==> src/rtl/adc_seq_pkg.sv <==
// Shared types for the ADC channel sequencer.
// Assumes two-bit mode codes as listed in the brief.
package adc_seq_pkg;
    typedef enum logic [1:0] {
        SEQ_MANUAL = 2'b00,
        SEQ_AUTO   = 2'b01,
        SEQ_FRAME  = 2'b10,
        SEQ_RSVD   = 2'b11
    } seq_mode_e;
endpackage

==> src/rtl/adc_seq_scan_pick.sv <==
// Finds the next auto-scan channel: the lowest eligible index above the
// last issued one, or the lowest eligible index when there is none above
// it (or no last index yet). Purely combinational.
module adc_seq_scan_pick #(
    parameter int NUM_CH = 8,
    localparam int ID_W = $clog2(NUM_CH)
) (
    input  logic [NUM_CH-1:0] elig,
    input  logic              have_last,
    input  logic [ID_W-1:0]   last_idx,
    output logic              found,
    output logic [ID_W-1:0]   pick
);
    logic [NUM_CH-1:0] above;
    logic [NUM_CH-1:0] search;

    // Mark eligible channels that lie strictly above the last issued one.
    for (genvar g = 0; g < NUM_CH; g++) begin : g_above
        assign above[g] = elig[g] && (!have_last || (ID_W'(g) > last_idx));
    end

    assign search = (|above) ? above : elig;

    // Lowest set bit of the search vector.
    always_comb begin
        found = 1'b0;
        pick  = '0;
        for (int i = NUM_CH - 1; i >= 0; i--) begin
            if (search[i]) begin
                found = 1'b1;
                pick  = ID_W'(i);
            end
        end
    end
endmodule

==> src/rtl/adc_seq_frame_capture.sv <==
// Holds the channel code carried by the latest frame so that it can steer
// the following conversion. Synchronous active-low reset to code 0.
module adc_seq_frame_capture #(
    parameter int CODE_W = 4
) (
    input  logic              clk,
    input  logic              rst_n,
    input  logic              capture,
    input  logic [CODE_W-1:0] code_in,
    output logic [CODE_W-1:0] code_q
);
    // Store the frame code on each capture strobe.
    always_ff @(posedge clk) begin
        if (!rst_n)       code_q <= '0;
        else if (capture) code_q <= code_in;
    end
endmodule

==> src/rtl/adc_seq_mode_select.sv <==
// Chooses the candidate channel and its validity for the active mode.
// Codes carry a reserved MSB; GPIO channels are never valid.
module adc_seq_mode_select
    import adc_seq_pkg::*;
#(
    parameter int NUM_CH = 8,
    localparam int ID_W = $clog2(NUM_CH),
    localparam int CODE_W = ID_W + 1
) (
    input  seq_mode_e         mode,
    input  logic [CODE_W-1:0] manual_code,
    input  logic [CODE_W-1:0] frame_code,
    input  logic [NUM_CH-1:0] gpio_mask,
    input  logic              scan_live,
    input  logic              scan_found,
    input  logic [ID_W-1:0]   scan_pick,
    output logic              cand_valid,
    output logic [ID_W-1:0]   cand_chan
);
    logic man_ok;
    logic frm_ok;

    assign man_ok = !manual_code[CODE_W-1] && !gpio_mask[manual_code[ID_W-1:0]];
    assign frm_ok = !frame_code[CODE_W-1] && !gpio_mask[frame_code[ID_W-1:0]];

    // Mode multiplexer for channel and validity.
    always_comb begin
        cand_valid = 1'b0;
        cand_chan  = '0;
        unique case (mode)
            SEQ_MANUAL: begin
                cand_valid = man_ok;
                cand_chan  = manual_code[ID_W-1:0];
            end
            SEQ_AUTO: begin
                cand_valid = scan_live && scan_found;
                cand_chan  = scan_pick;
            end
            SEQ_FRAME: begin
                cand_valid = frm_ok;
                cand_chan  = frame_code[ID_W-1:0];
            end
            default: begin
                cand_valid = 1'b0;
                cand_chan  = '0;
            end
        endcase
    end
endmodule

==> src/rtl/adc_chan_sequencer.sv <==
// Top of the channel sequencer. Turns triggers into one-cycle conversion
// requests, keeps one conversion outstanding until done, tracks the auto
// scan position and reports a registered busy flag.
// Assumes conv_trig and conv_done are synchronous single-cycle pulses.
module adc_chan_sequencer
    import adc_seq_pkg::*;
#(
    parameter int NUM_CH = 8,
    localparam int ID_W = $clog2(NUM_CH),
    localparam int CODE_W = ID_W + 1
) (
    input  logic              clk,
    input  logic              rst_n,
    input  logic [1:0]        mode_sel,
    input  logic              scan_run,
    input  logic [CODE_W-1:0] manual_code,
    input  logic [NUM_CH-1:0] scan_mask,
    input  logic [NUM_CH-1:0] gpio_mask,
    input  logic [CODE_W-1:0] next_code,
    input  logic              conv_trig,
    input  logic              conv_done,
    output logic              conv_req,
    output logic [ID_W-1:0]   conv_chan,
    output logic              scan_busy
);
    seq_mode_e         mode;
    logic [NUM_CH-1:0] elig;
    logic              scan_live;
    logic              have_last_q;
    logic [ID_W-1:0]   last_q;
    logic              scan_found;
    logic [ID_W-1:0]   scan_pick;
    logic [CODE_W-1:0] frame_code;
    logic              cand_valid;
    logic [ID_W-1:0]   cand_chan;
    logic              pending_q;
    logic              issue;

    assign mode      = seq_mode_e'(mode_sel);
    assign elig      = scan_mask & ~gpio_mask;
    assign scan_live = (mode == SEQ_AUTO) && scan_run && (|elig);
    assign issue     = conv_trig && !pending_q && cand_valid;

    adc_seq_scan_pick #(.NUM_CH(NUM_CH)) u_pick (
        .elig      (elig),
        .have_last (have_last_q),
        .last_idx  (last_q),
        .found     (scan_found),
        .pick      (scan_pick)
    );

    adc_seq_frame_capture #(.CODE_W(CODE_W)) u_frame (
        .clk     (clk),
        .rst_n   (rst_n),
        .capture (conv_trig && (mode == SEQ_FRAME)),
        .code_in (next_code),
        .code_q  (frame_code)
    );

    adc_seq_mode_select #(.NUM_CH(NUM_CH)) u_sel (
        .mode        (mode),
        .manual_code (manual_code),
        .frame_code  (frame_code),
        .gpio_mask   (gpio_mask),
        .scan_live   (scan_live),
        .scan_found  (scan_found),
        .scan_pick   (scan_pick),
        .cand_valid  (cand_valid),
        .cand_chan   (cand_chan)
    );

    // Outstanding-conversion flag: set on a request, cleared by done.
    always_ff @(posedge clk) begin
        if (!rst_n)         pending_q <= 1'b0;
        else if (issue)     pending_q <= 1'b1;
        else if (conv_done) pending_q <= 1'b0;
    end

    // Request pulse and held channel output.
    always_ff @(posedge clk) begin
        if (!rst_n) begin
            conv_req  <= 1'b0;
            conv_chan <= '0;
        end else begin
            conv_req <= issue;
            if (issue) conv_chan <= cand_chan;
        end
    end

    // Auto scan position: restart when not live, advance on each request.
    always_ff @(posedge clk) begin
        if (!rst_n) begin
            have_last_q <= 1'b0;
            last_q      <= '0;
        end else if (!scan_live) begin
            have_last_q <= 1'b0;
        end else if (issue) begin
            have_last_q <= 1'b1;
            last_q      <= cand_chan;
        end
    end

    // Registered busy status of the auto scan.
    always_ff @(posedge clk) begin
        if (!rst_n) scan_busy <= 1'b0;
        else        scan_busy <= scan_live;
    end
endmodule

==> config.mk <==
export PLATFORM = sky130hd
export DESIGN_NAME = adc_chan_sequencer
export DESIGN_NICKNAME = d
export VERILOG_FILES = /design/src/rtl/adc_seq_pkg.sv /design/src/rtl/adc_seq_scan_pick.sv /design/src/rtl/adc_seq_frame_capture.sv /design/src/rtl/adc_seq_mode_select.sv /design/src/rtl/adc_chan_sequencer.sv
export SDC_FILE = /design/constraint.sdc
export NUM_CORES = 1
export LEC_CHECK = 0
export ABC_AREA = 1
export BUFFER_PORTS_ARGS = -buffer_cell sky130_fd_sc_hd__buf_2
export CORE_ASPECT_RATIO = 0.75
export CORE_MARGIN = 2
export CORE_UTILIZATION = 49
export DETAILED_ROUTE_END_ITERATION = 8
export GPL_ROUTABILITY_DRIVEN = 0
export GPL_TIMING_DRIVEN = 0
export PLACE_DENSITY = 0.87
export SLEW_MARGIN = 20
export SYNTH_ARGS = -nofsm -noshare
export SYNTH_HDL_FRONTEND = slang
export SYNTH_SLANG_ARGS = --single-unit
export TNS_END_PERCENT = 30
==> constraint.sdc <==
create_clock -name clk -period 2.1 [get_ports clk]
set_input_delay 0.525 -clock clk [delete_from_list [all_inputs] [get_ports clk]]
set_output_delay 0.525 -clock clk [all_outputs]
set_load 0.005 [all_outputs]
==> metrics.txt, run 1 <==
Syn Inst Count 196; Synth Area in Compound Gates 0.212; utilization after layout 0.648; vias in the first global route 1,146; Seq pwr share 0.444; switch share 0.301; Peak Freq 549 MHz; Syn Std Cell Area 0.00108 mm^2; slew margin rel. 0.826; sw power 192 uW; ranking of synthesized cells by area dfxtp_1 (26%), nand2_1 (17%), inv_1 (17%); Ports 36; main combinational cell family by area after synthesis simple AND/OR/NAND/NOR gates; post-synth top area share 0.260; actual slew at the worst max-slew pin 0.258 ns; Bufs on Longest Clock Path 2; Synth Area in Adders 0; core box area 0.00203 mm^2; worst path required time 2.29 ns; Routed Antenna Nets 0; first-pass GRT wire length 4.63 mm; Final #Nets 267; Top delay family on crit path simple AND/OR/NAND/NOR gates; number of I/O port buffers 35; Die W 58.1 um; final-layout fill cell count 219; Final period util 0.867; CP cell instances buf_2 -> inv_1 -> nand2_1 -> nand2_1 -> nor3_1 -> nand4_1 -> nand3_1 -> o211ai_1 -> nand2_1 -> inv_1 -> nor2_1 -> nor2_1 -> nand2_1 -> inv_1; worst path bufs/invs 4; die height 44.6 um; outcome completed; Iter 0 DRT Violations 65; clk_lat worst skew 0.28 ns; PD cells 486 mW/mm^2; P_int 448 uW; Clock Power Share 0.302; vias per inst 5.00; Synth warnings 0; maximum number of pins on one net before global-route repair 9; Post-Synth XOR/XNOR Area 0; routed len/inst 10.4 um; final-report hold violation count 0; site row count 14; post-CTS sizing 0; RSZ-0062 raised after global routing no; Reg clk slew, reported paths 0.08 ns; Crit-path slowest cell nor3_1; DIE AREA 0.00259 mm^2; mux contribution to synthesized area 0; # hold bufs at CTS 0; Post-CTS Setup Inserts 0; most frequent cell on the critical path nand2_1; skew final 0.00226 ns; area leader, netlist dfxtp_1; total gr overflow 0; worst slack at placement 0.0479 ns; Leak 0.767 nW; worst setup margin 0.279 ns; Cell variety after synth 17; slowest stage delay, CP 0.22 ns; Max-Cap Viols 0; ratio of cells with drive above 1 in the final layout 0.196; FF+latch count, synth 14; worst setup path category input pin to register; CTS tree built; Worst Path Max Fanout 6; P&R area growth vs syn 22.4%; ant diodes 0; syn_area_per_cell 5.49 um^2; initial antenna violation count 0; Synth Net Count 227; Max Slew Vio Count 0; hpwl dp 2.21 mm; Peak supply drop 512 uV; CTS buffer count 3; Setup-failing EPs final 0; Initial Util 0.530; Setup crit end kind register; Hold WC Path Type register to register; final wirelength 2.69 mm; Gate power share 0.254; Detailed Routing Iterations Pass 1 5; CTS Sinks 14; routed via count 1,295; drt drc 0; Synth Area in Simple Gates 0.357; overall global routing resource usage 0.232; CP Launch Type input pin; setup TNS 0 ns; Root Driver clkbuf_4; CTS H-tree depth 1; post-route minimum period 1.82 ns; sequential fraction of the synthesis area 0.260; FF-to-FF setup slack 0.34 ns; Worst EP arrival 2.01 ns
==> layout make-up <==
type / count / area [um^2] / area share
Tap cell: 24 / 30.0 / 0.0228
Inverter: 49 / 184 / 0.140
Timing Repair Buffer: 35 / 175 / 0.133
Multi-Input combinational cell: 133 / 612 / 0.464
Sequential cell: 14 / 280 / 0.213
Clock buffer: 4 / 36.3 / 0.0275
==> state kept, by name (all words and copies together), names as in the netlist <==
register	flops
conv_req	1
scan_busy	1
have_last_q	1
last_q	3
conv_chan	3
pending_q	1
u_frame.code_q	4
==> power by group through the flow <==
stage	Combinational (mW)	Clock [mW]	Sequential, mW
after global placement	0.158	0	0.290
after floorplan	0.100	0	0.289
after CTS	0.162	0.195	0.284
after global routing	0.189	0.206	0.285
final	0.163	0.193	0.284
after detailed placement	0.160	0	0.290
==> cell usage in the layout (no fill, tap or decap) <==
cell type | synthesis | layout
nand2_1 | 49 | 49
inv_1 | 48 | 48
buf_2 | 0 | 35
nor2_1 | 19 | 19
nand3_1 | 14 | 14
a21oi_1 | 14 | 14
dfxtp_1 | 14 | 14
o21ai_0 | 11 | 11
o21ai_1 | 6 | 6
o211ai_1 | 5 | 5
nand2_2 | 3 | 3
nor3_1 | 3 | 3
o22ai_1 | 3 | 3
clkbuf_4 | 0 | 3
nand4_1 | 2 | 2
nor2_2 | 2 | 2
inv_2 | 1 | 1
a21oi_2 | 1 | 1
a21boi_0 | 1 | 1
clkbuf_8 | 0 | 1
==> synthesized netlist by cell type, drive strengths merged <==
cell and count:
a21boi 1, a21oi 15, dfxtp 14, inv 49, nand2 52, nand3 14, nand4 2, nor2 21
nor3 3, o211ai 5, o21ai 17, o22ai 3
==> kinds of logic (layout without fill, tap and decap cells) <==
group | count (synthesis) | after routing
flip-flops | 14 | 14
AO/OA/AOI/OAI | 41 | 41
buffers and inverters | 49 | 88
AND/OR/NAND/NOR | 92 | 92
==> path summary, 6_finish.rpt <==
check,cells past startpoint,startpoint,end
max reg2reg,9,u_frame.code_q[0]$_SDFFE_PN0P_,conv_chan[0]$_SDFFE_PN0P_
max,14,gpio_mask[7],conv_chan[0]$_SDFFE_PN0P_
min,2,u_frame.code_q[3]$_SDFFE_PN0P_,u_frame.code_q[3]$_SDFFE_PN0P_
min reg2reg,2,u_frame.code_q[3]$_SDFFE_PN0P_,u_frame.code_q[3]$_SDFFE_PN0P_
==> through the flow <==
stage | hold slack [ns] | cell area [um^2] | total power, mW | instances
3_3_place_gp | 0.445 | 1280 | 0.447 | 255
6_report | 0.457 | 1320 | 0.640 | 259
5_1_grt | 0.502 | 1320 | 0.681 | 259
2_1_floorplan | 0.430 | 1080 | 0.390 | 196
4_1_cts | 0.459 | 1320 | 0.641 | 259
3_5_place_dp | 0.448 | 1280 | 0.450 | 255
==> per-layer routing <==
| layer | track usage | wire [um] |
|---|---|---|
| met5 | 0 | 0 |
| met4 | 0.0698 | 38 |
| met3 | 0.0292 | 180 |
| met2 | 0.395 | 1190 |
| met1 | 0.308 | 1280 |
==> worst register-to-register path, stage by stage, from the launching register on <==
cell      delay, ns
dfxtp_1        0.43
o21ai_0        0.12
o211ai_1       0.23
nand3_1        0.11
o211ai_1       0.24
nand2_1        0.15
inv_1          0.18
nand3_1        0.11
nand2_1        0.07
inv_1          0.03
Note: power is estimated with default switching activity, not from simulation.
==> inputs of run 2 (changes only) <==
--- a/config.mk
+++ b/config.mk
@@ -8,12 +8,11 @@
 export ABC_AREA = 1
 export BUFFER_PORTS_ARGS = -buffer_cell sky130_fd_sc_hd__buf_2
 export CORE_ASPECT_RATIO = 0.75
-export CORE_MARGIN = 2
-export CORE_UTILIZATION = 49
+export CORE_UTILIZATION = 50
 export DETAILED_ROUTE_END_ITERATION = 8
 export GPL_ROUTABILITY_DRIVEN = 0
 export GPL_TIMING_DRIVEN = 0
-export PLACE_DENSITY = 0.87
+export PLACE_DENSITY = 0.88
 export SLEW_MARGIN = 20
 export SYNTH_ARGS = -nofsm -noshare
 export SYNTH_HDL_FRONTEND = slang
==> constraint.sdc (replaced) <==
create_clock -name clk -period 2.2 [get_ports clk]
set_input_delay 0.55 -clock clk [delete_from_list [all_inputs] [get_ports clk]]
set_output_delay 0.55 -clock clk [all_outputs]
set_load 0.005 [all_outputs]
==> run 2 against run 1 <==
  * Largest power group unchanged
  * Global-route usage rose by 0.81 points
  * Hold slack improved by 0.021 ns
  * Power fell by 4.9%
  * Critical path type unchanged
==> metrics.txt, run 2 (synthesis results as in run 1) <==
Post-CTS Setup Inserts 0 (unchanged); vias per inst 4.98 (was 5.00); Worst Path Max Fanout 6 (unchanged); Initial Util 0.534 (was 0.530); most frequent cell on the critical path nand2_1 (unchanged); routed len/inst 9.90 um (was 10.4 um); Crit-path slowest cell nor3_1 (unchanged); # hold bufs at CTS 0 (unchanged); Final Power 609 uW (was 640 uW); Setup crit end kind register (unchanged); vias in the first global route 1,104 (was 1,146); Reg clk slew, reported paths 0.08 ns (about the same); final-layout fill cell count 210 (was 219); final-report hold violation count 0 (unchanged); PD cells 462 mW/mm^2 (was 486 mW/mm^2); core box area 0.00201 mm^2 (was 0.00203 mm^2); CTS H-tree depth 1 (unchanged); slew margin rel. 0.823 (was 0.826); number of I/O port buffers 35 (unchanged); CTS buffer count 3 (unchanged); skew final 0.00241 ns (was 0.00226 ns); ant diodes 0 (unchanged); commonest non-fill, non-tap cells in the layout nand2_1 (49), inv_1 (48), buf_2 (35), nor2_1 (19) (unchanged); worst path required time 2.39 ns (was 2.29 ns); site row count 14 (unchanged); Peak supply drop 441 uV (was 512 uV); Setup-failing EPs final 0 (unchanged); routed via count 1,289 (was 1,295); Biggest register u_frame.code_q (unchanged); CP Launch Type input pin (unchanged); Final period util 0.825; Detailed Routing Iterations Pass 1 4 (was 5); CP cell instances buf_2 -> inv_1 -> nand2_1 -> nand2_1 -> nor3_1 -> nand4_1 -> nand3_1 -> o211ai_1 -> nand2_1 -> inv_1 -> nor2_1 -> nor2_1 -> nand2_1 -> inv_1 (unchanged); Hold WC Path Type register to register (unchanged); drt drc 0 (unchanged); Peak Freq 551 MHz; maximum number of pins on one net before global-route repair 9 (unchanged); CTS Sinks 14 (unchanged); hpwl dp 2.18 mm (was 2.21 mm); final wirelength 2.57 mm (was 2.69 mm); Worst EP arrival 2.00 ns (was 2.01 ns); largest registers u_frame.code_q: 4 flops, conv_chan: 3 flops, last_q: 3 flops (unchanged); Final #Nets 267 (unchanged); Leak 0.767 nW (unchanged); slowest stage delay, CP 0.22 ns (about the same); max reg flops 4 (unchanged); Root Driver clkbuf_4 (unchanged); worst setup path category input pin to register (unchanged); ratio of cells with drive above 1 in the final layout 0.196 (unchanged); overall global routing resource usage 0.240 (was 0.232); Die W 55.6 um (was 58.1 um); DIE AREA 0.00234 mm^2 (was 0.00259 mm^2); Iter 0 DRT Violations 52 (was 65); Ports 36 (unchanged); P&R area growth vs syn 22.4% (unchanged); most common cell after layout, fill and taps aside nand2_1 (unchanged); Bufs on Longest Clock Path 2 (unchanged); actual slew at the worst max-slew pin 0.264 ns (was 0.258 ns); utilization after layout 0.654 (was 0.648); CTS tree built (unchanged); clk_lat worst skew 0.28 ns (about the same); first-pass GRT wire length 4.49 mm (was 4.63 mm); outcome completed (unchanged); post-route minimum period 1.81 ns; total gr overflow 0 (unchanged); Max-Cap Viols 0 (unchanged); Max Slew Vio Count 0 (unchanged); initial antenna violation count 0 (unchanged); Routed Antenna Nets 0 (unchanged); post-CTS sizing 0 (unchanged); RSZ-0062 raised after global routing no (unchanged); FF-to-FF setup slack 0.46 ns (was 0.34 ns); setup TNS 0 ns (unchanged); die height 42.2 um (was 44.6 um)
-- run 2: per-layer routing --
metal / part of all wire / global-route usage
met1: 0.49 / 0.340
met2: 0.43 / 0.373
met3: 0.070 / 0.0309
met4: 0.016 / 0.0900
met5: 0 / 0
-- run 2: where the power goes --
group          leakage, nW  total [mW]  switching (mW)  internal (mW)
combinational        0.632       0.154          0.0912         0.0624
clock               0.0210       0.184          0.0830          0.101
sequential           0.114       0.271         0.00722          0.264
total                0.767       0.609           0.181          0.427
-- run 2: worst max-delay path: cells and delay by family --
| kind | cells | cell delay, ns |
|---|---|---|
| and+or+nand+nor | 9 | 1.03 |
| buffers and inverters | 4 | 0.28 |
| AOI/OAI and AO/OA | 1 | 0.14 |
-- run 2: final timing paths --
check             cells past startpoint                             end                            from
hold reg to reg                       2  u_frame.code_q[3]$_SDFFE_PN0P_  u_frame.code_q[3]$_SDFFE_PN0P_
setup / recovery                     14       conv_chan[0]$_SDFFE_PN0P_                    gpio_mask[6]
setup reg to reg                      9       conv_chan[0]$_SDFFE_PN0P_  u_frame.code_q[0]$_SDFFE_PN0P_
hold / removal                        2  u_frame.code_q[3]$_SDFFE_PN0P_  u_frame.code_q[3]$_SDFFE_PN0P_
-- run 2: through the flow --
| step | cells | setup WS (ns) | hold slack, ns | cell area, um^2 |
|---|---|---|---|---|
| 5_1_grt | 259 | 0.193 | 0.518 | 1320 |
| 2_1_floorplan | 196 | 0.482 | 0.430 | 1080 |
| 3_3_place_gp | 255 | 0.115 | 0.445 | 1280 |
| 4_1_cts | 259 | 0.387 | 0.486 | 1320 |
| 6_report | 259 | 0.385 | 0.478 | 1320 |
| 3_5_place_dp | 255 | 0.0871 | 0.454 | 1280 |
-- run 2: cell type report --
type / instances / area (um^2) / area share
sequential: 14 / 280 / 0.213
tap: 24 / 30.0 / 0.0228
multi-input combinational: 133 / 612 / 0.464
timing repair buffer: 35 / 175 / 0.133
inverter: 49 / 184 / 0.140
clock buffer: 4 / 36.3 / 0.0275
==> inputs of run 3 (changes only) <==
--- a/config.mk
+++ b/config.mk
@@ -5,14 +5,14 @@
 export SDC_FILE = /design/constraint.sdc
 export NUM_CORES = 1
 export LEC_CHECK = 0
-export ABC_AREA = 1
+export ABC_AREA = 0
 export BUFFER_PORTS_ARGS = -buffer_cell sky130_fd_sc_hd__buf_2
 export CORE_ASPECT_RATIO = 0.75
 export CORE_UTILIZATION = 50
 export DETAILED_ROUTE_END_ITERATION = 8
 export GPL_ROUTABILITY_DRIVEN = 0
 export GPL_TIMING_DRIVEN = 0
-export PLACE_DENSITY = 0.88
+export PLACE_DENSITY = 0.86
 export SLEW_MARGIN = 20
 export SYNTH_ARGS = -nofsm -noshare
 export SYNTH_HDL_FRONTEND = slang
==> constraint.sdc (replaced) <==
create_clock -name clk -period 1.82 [get_ports clk]
set_input_delay 0.455 -clock clk [delete_from_list [all_inputs] [get_ports clk]]
set_output_delay 0.455 -clock clk [all_outputs]
set_load 0.005 [all_outputs]
==> run 3 against run 2 <==
  * First-iteration DRC count increased by 140%
  * Global-route usage increased by 4.8 points
  * Non-clock buffer count increased by 15
  * Clock power increased by 25%
  * Sequential share of layout area decreased by 4.3 points
  * The run now ends with negative setup slack left
  * Final cell count decreased by 13%
  * Via count increased by 8.4%
==> metrics.txt, run 3 <==
Final #Nets 223 (was 267); EDFF count, synth 0 (unchanged); P&R area growth vs syn 34.8% (was 22.4%); maximum number of pins on one net before global-route repair 11 (was 9); actual slew at the worst max-slew pin 0.484 ns (was 0.264 ns); skew final 0.00789 ns (was 0.00241 ns); slowest stage delay, CP 0.38 ns (was 0.22 ns); RSZ-0062 raised after global routing yes (was no); worst path required time 2.04 ns (was 2.39 ns); slew margin rel. 0.678 (was 0.823); area leader, netlist dfxtp_1 (unchanged); Reg clk slew, reported paths 0.09 ns (was 0.08 ns); Initial Util 0.534 (about the same); non-filler cells, final 225 (was 259); CTS Sinks 14 (unchanged); Root Driver clkbuf_4 (unchanged); Peak supply drop 440 uV (was 441 uV); final wirelength 3.95 mm (was 2.57 mm); failing checks negative setup slack; first-pass GRT wire length 5.66 mm (was 4.49 mm); vias per inst 6.21 (was 4.98); site row count 15 (was 14); Iter 0 DRT Violations 125 (was 52); M3 GR Usage 0.0630 (was 0.0309); sequential fraction of the synthesis area 0.226 (was 0.260); Die W 59.6 um (was 55.6 um); RR Startpoint last_q[2]$_SDFFE_PN0P_ (was u_frame.code_q[0]$_SDFFE_PN0P_); Syn Inst Count 143 (was 196); core box area 0.00233 mm^2 (was 0.00201 mm^2); vias in the first global route 1,238 (was 1,104); outcome finished, violations left (was completed); Detailed Routing Iterations Pass 1 4 (unchanged); initial antenna violation count 0 (unchanged); total gr overflow 0 (unchanged); Setup crit end kind register (unchanged); hpwl dp 2.76 mm (was 2.18 mm); Setup-failing EPs final 1 (was 0); final-layout fill cell count 199 (was 210); main combinational cell family by area after synthesis compound AO/OA/AOI/OAI gates (was simple AND/OR/NAND/NOR gates); PD cells 498 mW/mm^2 (was 462 mW/mm^2); drt drc 0 (unchanged); routed len/inst 17.5 um (was 9.90 um); CTS H-tree depth 1 (unchanged); CTS buffer count 3 (unchanged); FFs w/ async S/R, synth 0 (unchanged); setup TNS -0.000144 ns (was 0 ns); number of I/O port buffers 34 (was 35); worst slack at placement -0.419 ns (was 0.0871 ns); Syn Std Cell Area 0.00124 mm^2 (was 0.00108 mm^2); Synth Area in Simple Gates 0.267 (was 0.357); final-report hold violation count 0 (unchanged); CP cell instances buf_6 -> or3_4 -> a21oi_4 -> nor3_4 -> a211o_1 -> and4_4 -> o22ai_2 (was buf_2 -> inv_1 -> nand2_1 -> nand2_1 -> nor3_1 -> nand4_1 -> nand3_1 -> o211ai_1 -> nand2_1 -> inv_1 -> nor2_1 -> nor2_1 -> nand2_1 -> inv_1); Synth Area in Adders 0 (unchanged); mux contribution to synthesized area 0.159 (was 0); most common cell after layout, fill and taps aside buf_2 (was nand2_1); Post-Synth XOR/XNOR Area 0 (unchanged); ant diodes 0 (unchanged); Cell variety after synth 52 (was 17); ratio of cells with drive above 1 in the final layout 0.466 (was 0.196); overall global routing resource usage 0.288 (was 0.240); post-route minimum period 1.82 ns; # hold bufs at CTS 0 (unchanged); crit path from last_q[2]$_SDFFE_PN0P_ (was gpio_mask[6]); Bufs on Longest Clock Path 2 (unchanged); Crit-path slowest cell or3_4 (was nor3_1); Worst Path Max Fanout 10 (was 6); top-count cell post-synth dfxtp_1 (was nand2_1); DIE AREA 0.00269 mm^2 (was 0.00234 mm^2); Hold WC Path Type input pin to register (was register to register); Biggest register u_frame.code_q (unchanged); max reg flops 4 (unchanged); commonest non-fill, non-tap cells in the layout buf_2 (34), buf_4 (12), nor2_1 (12), mux2i_1 (11), dfxtp_1 (11) (was nand2_1 (49), inv_1 (48), buf_2 (35), nor2_1 (19)); routed via count 1,397 (was 1,289); clk_lat worst skew 0.29 ns (was 0.28 ns); Main synth FF type dfxtp_1 (unchanged); ranking of synthesized cells by area dfxtp_1 (23%), mux2i_1 (10%), mux4_2 (5.4%) (was dfxtp_1 (26%), nand2_1 (17%), inv_1 (17%)); worst setup margin -0.000144 ns (was 0.385 ns); commonest cells in the netlist dfxtp_1 (14), mux2i_1 (13), nor2_1 (12) (was nand2_1 (49), inv_1 (48), nor2_1 (19)); Routed Antenna Nets 0 (unchanged); syn_area_per_cell 8.69 um^2 (was 5.49 um^2); FF+latch count, synth 14 (unchanged); # placed instances 211 (was 255); Synth Area in Compound Gates 0.287 (was 0.212); routing usage on met1 0.367 (was 0.340); hold path startpoint next_code[0] (was u_frame.code_q[3]$_SDFFE_PN0P_); Final period util 1.00; Synth Net Count 174 (was 227); die height 45.2 um (was 42.2 um); Max Slew Vio Count 0 (unchanged); Synth warnings 0 (unchanged); post-synth top area share 0.226 (was 0.260); FF-to-FF setup slack -0.0001 ns (was 0.46 ns); M2 GR Usage 0.465 (was 0.373); Worst EP arrival 2.04 ns (was 2.00 ns); Max-Cap Viols 0 (unchanged); largest registers u_frame.code_q: 4 flops, conv_chan: 3 flops, last_q: 3 flops (unchanged); grt peak-use layer met2 (unchanged); Leak 0.691 nW (was 0.767 nW); Ports 36 (unchanged); worst setup path category register to register (was input pin to register); CTS tree built (unchanged); CP Launch Type register (was input pin); Peak Freq 549 MHz
==> run 3: changes by cell type in the layout (fill, tap and decap cells not counted), sizes merged, moves of 3 or more <==
cell,previous run,this run
mux4,0,3
nor2b,0,6
buf,35,49
nand3,14,8
nor2,21,12
nand2,52,8
o21ai,17,5
o21a,0,5
nand2b,0,7
o211ai,5,2
inv,49,4
mux2i,0,13
==> run 3: logic make-up after synthesis <==
| family | count (synthesis) |
|---|---|
| buffers and inverters | 11 |
| DFF | 14 |
| muxes | 16 |
| AOI/OAI and AO/OA | 45 |
| and+or+nand+nor | 57 |
==> run 3: worst max-delay path: cells and delay by family, from the launching register on <==
family,cells,cell delay [ns]
flops,1,0.32
buf+inv,1,0.13
simple gates,3,0.66
compound gates,3,0.65
==> run 3: final cells by class <==
class,count,area (um^2),share of cell area
multi-input combinational,119,1000,0.597
sequential,14,284,0.170
timing repair buffer,44,245,0.146
buffer,6,52.6,0.0314
tap,34,42.5,0.0254
clock buffer,4,36.3,0.0217
inverter,4,15.0,0.00896
==> run 3: repair_timing <==
action,in CTS,in global routing
cloned,0,1
pin swaps,1,13
buffers inserted,0,10
resized for setup,4,20
endpoints found under the setup margin,6,8
==> run 3: through the flow <==
| stage | cell area (um^2) | power (mW) | utilization | hold slack [ns] |
|---|---|---|---|---|
| 2_1_floorplan | 1240 | 0.474 | - | 0.448 |
| 6_report | 1680 | 0.834 | 0.720 | 0.404 |
| 3_5_place_dp | 1460 | 0.557 | 0.625 | 0.486 |
| 3_3_place_gp | 1460 | 0.545 | 0.625 | 0.463 |
| 5_1_grt | 1680 | 0.865 | 0.720 | 0.418 |
| 4_1_cts | 1520 | 0.786 | 0.652 | 0.403 |
==> run 3: worst paths after layout <==
kind | cells after the start | to
setup / recovery | 7 | conv_chan[0]$_SDFFE_PN0P_
hold reg to reg | 2 | pending_q$_SDFFE_PN0P_
hold / removal | 3 | u_frame.code_q[0]$_SDFFE_PN0P_
setup reg to reg | 7 | conv_chan[0]$_SDFFE_PN0P_
==> run 3: routing by layer <==
metal / vias up / wire length, um / share of wire
met3: 10 / 334 / 0.085
met1: 659 / 1640 / 0.41
met4: 0 / 80 / 0.020
met2: 77 / 1900 / 0.48
met5: - / 0 / 0
li1: 651 / - / -
==> run 3: where the power goes <==
part | total [mW] | internal, mW | switching [mW]
Clock | 0.230 | 0.122 | 0.108
Combinational | 0.281 | 0.127 | 0.155
Sequential | 0.323 | 0.316 | 0.00630
Total | 0.834 | 0.565 | 0.269
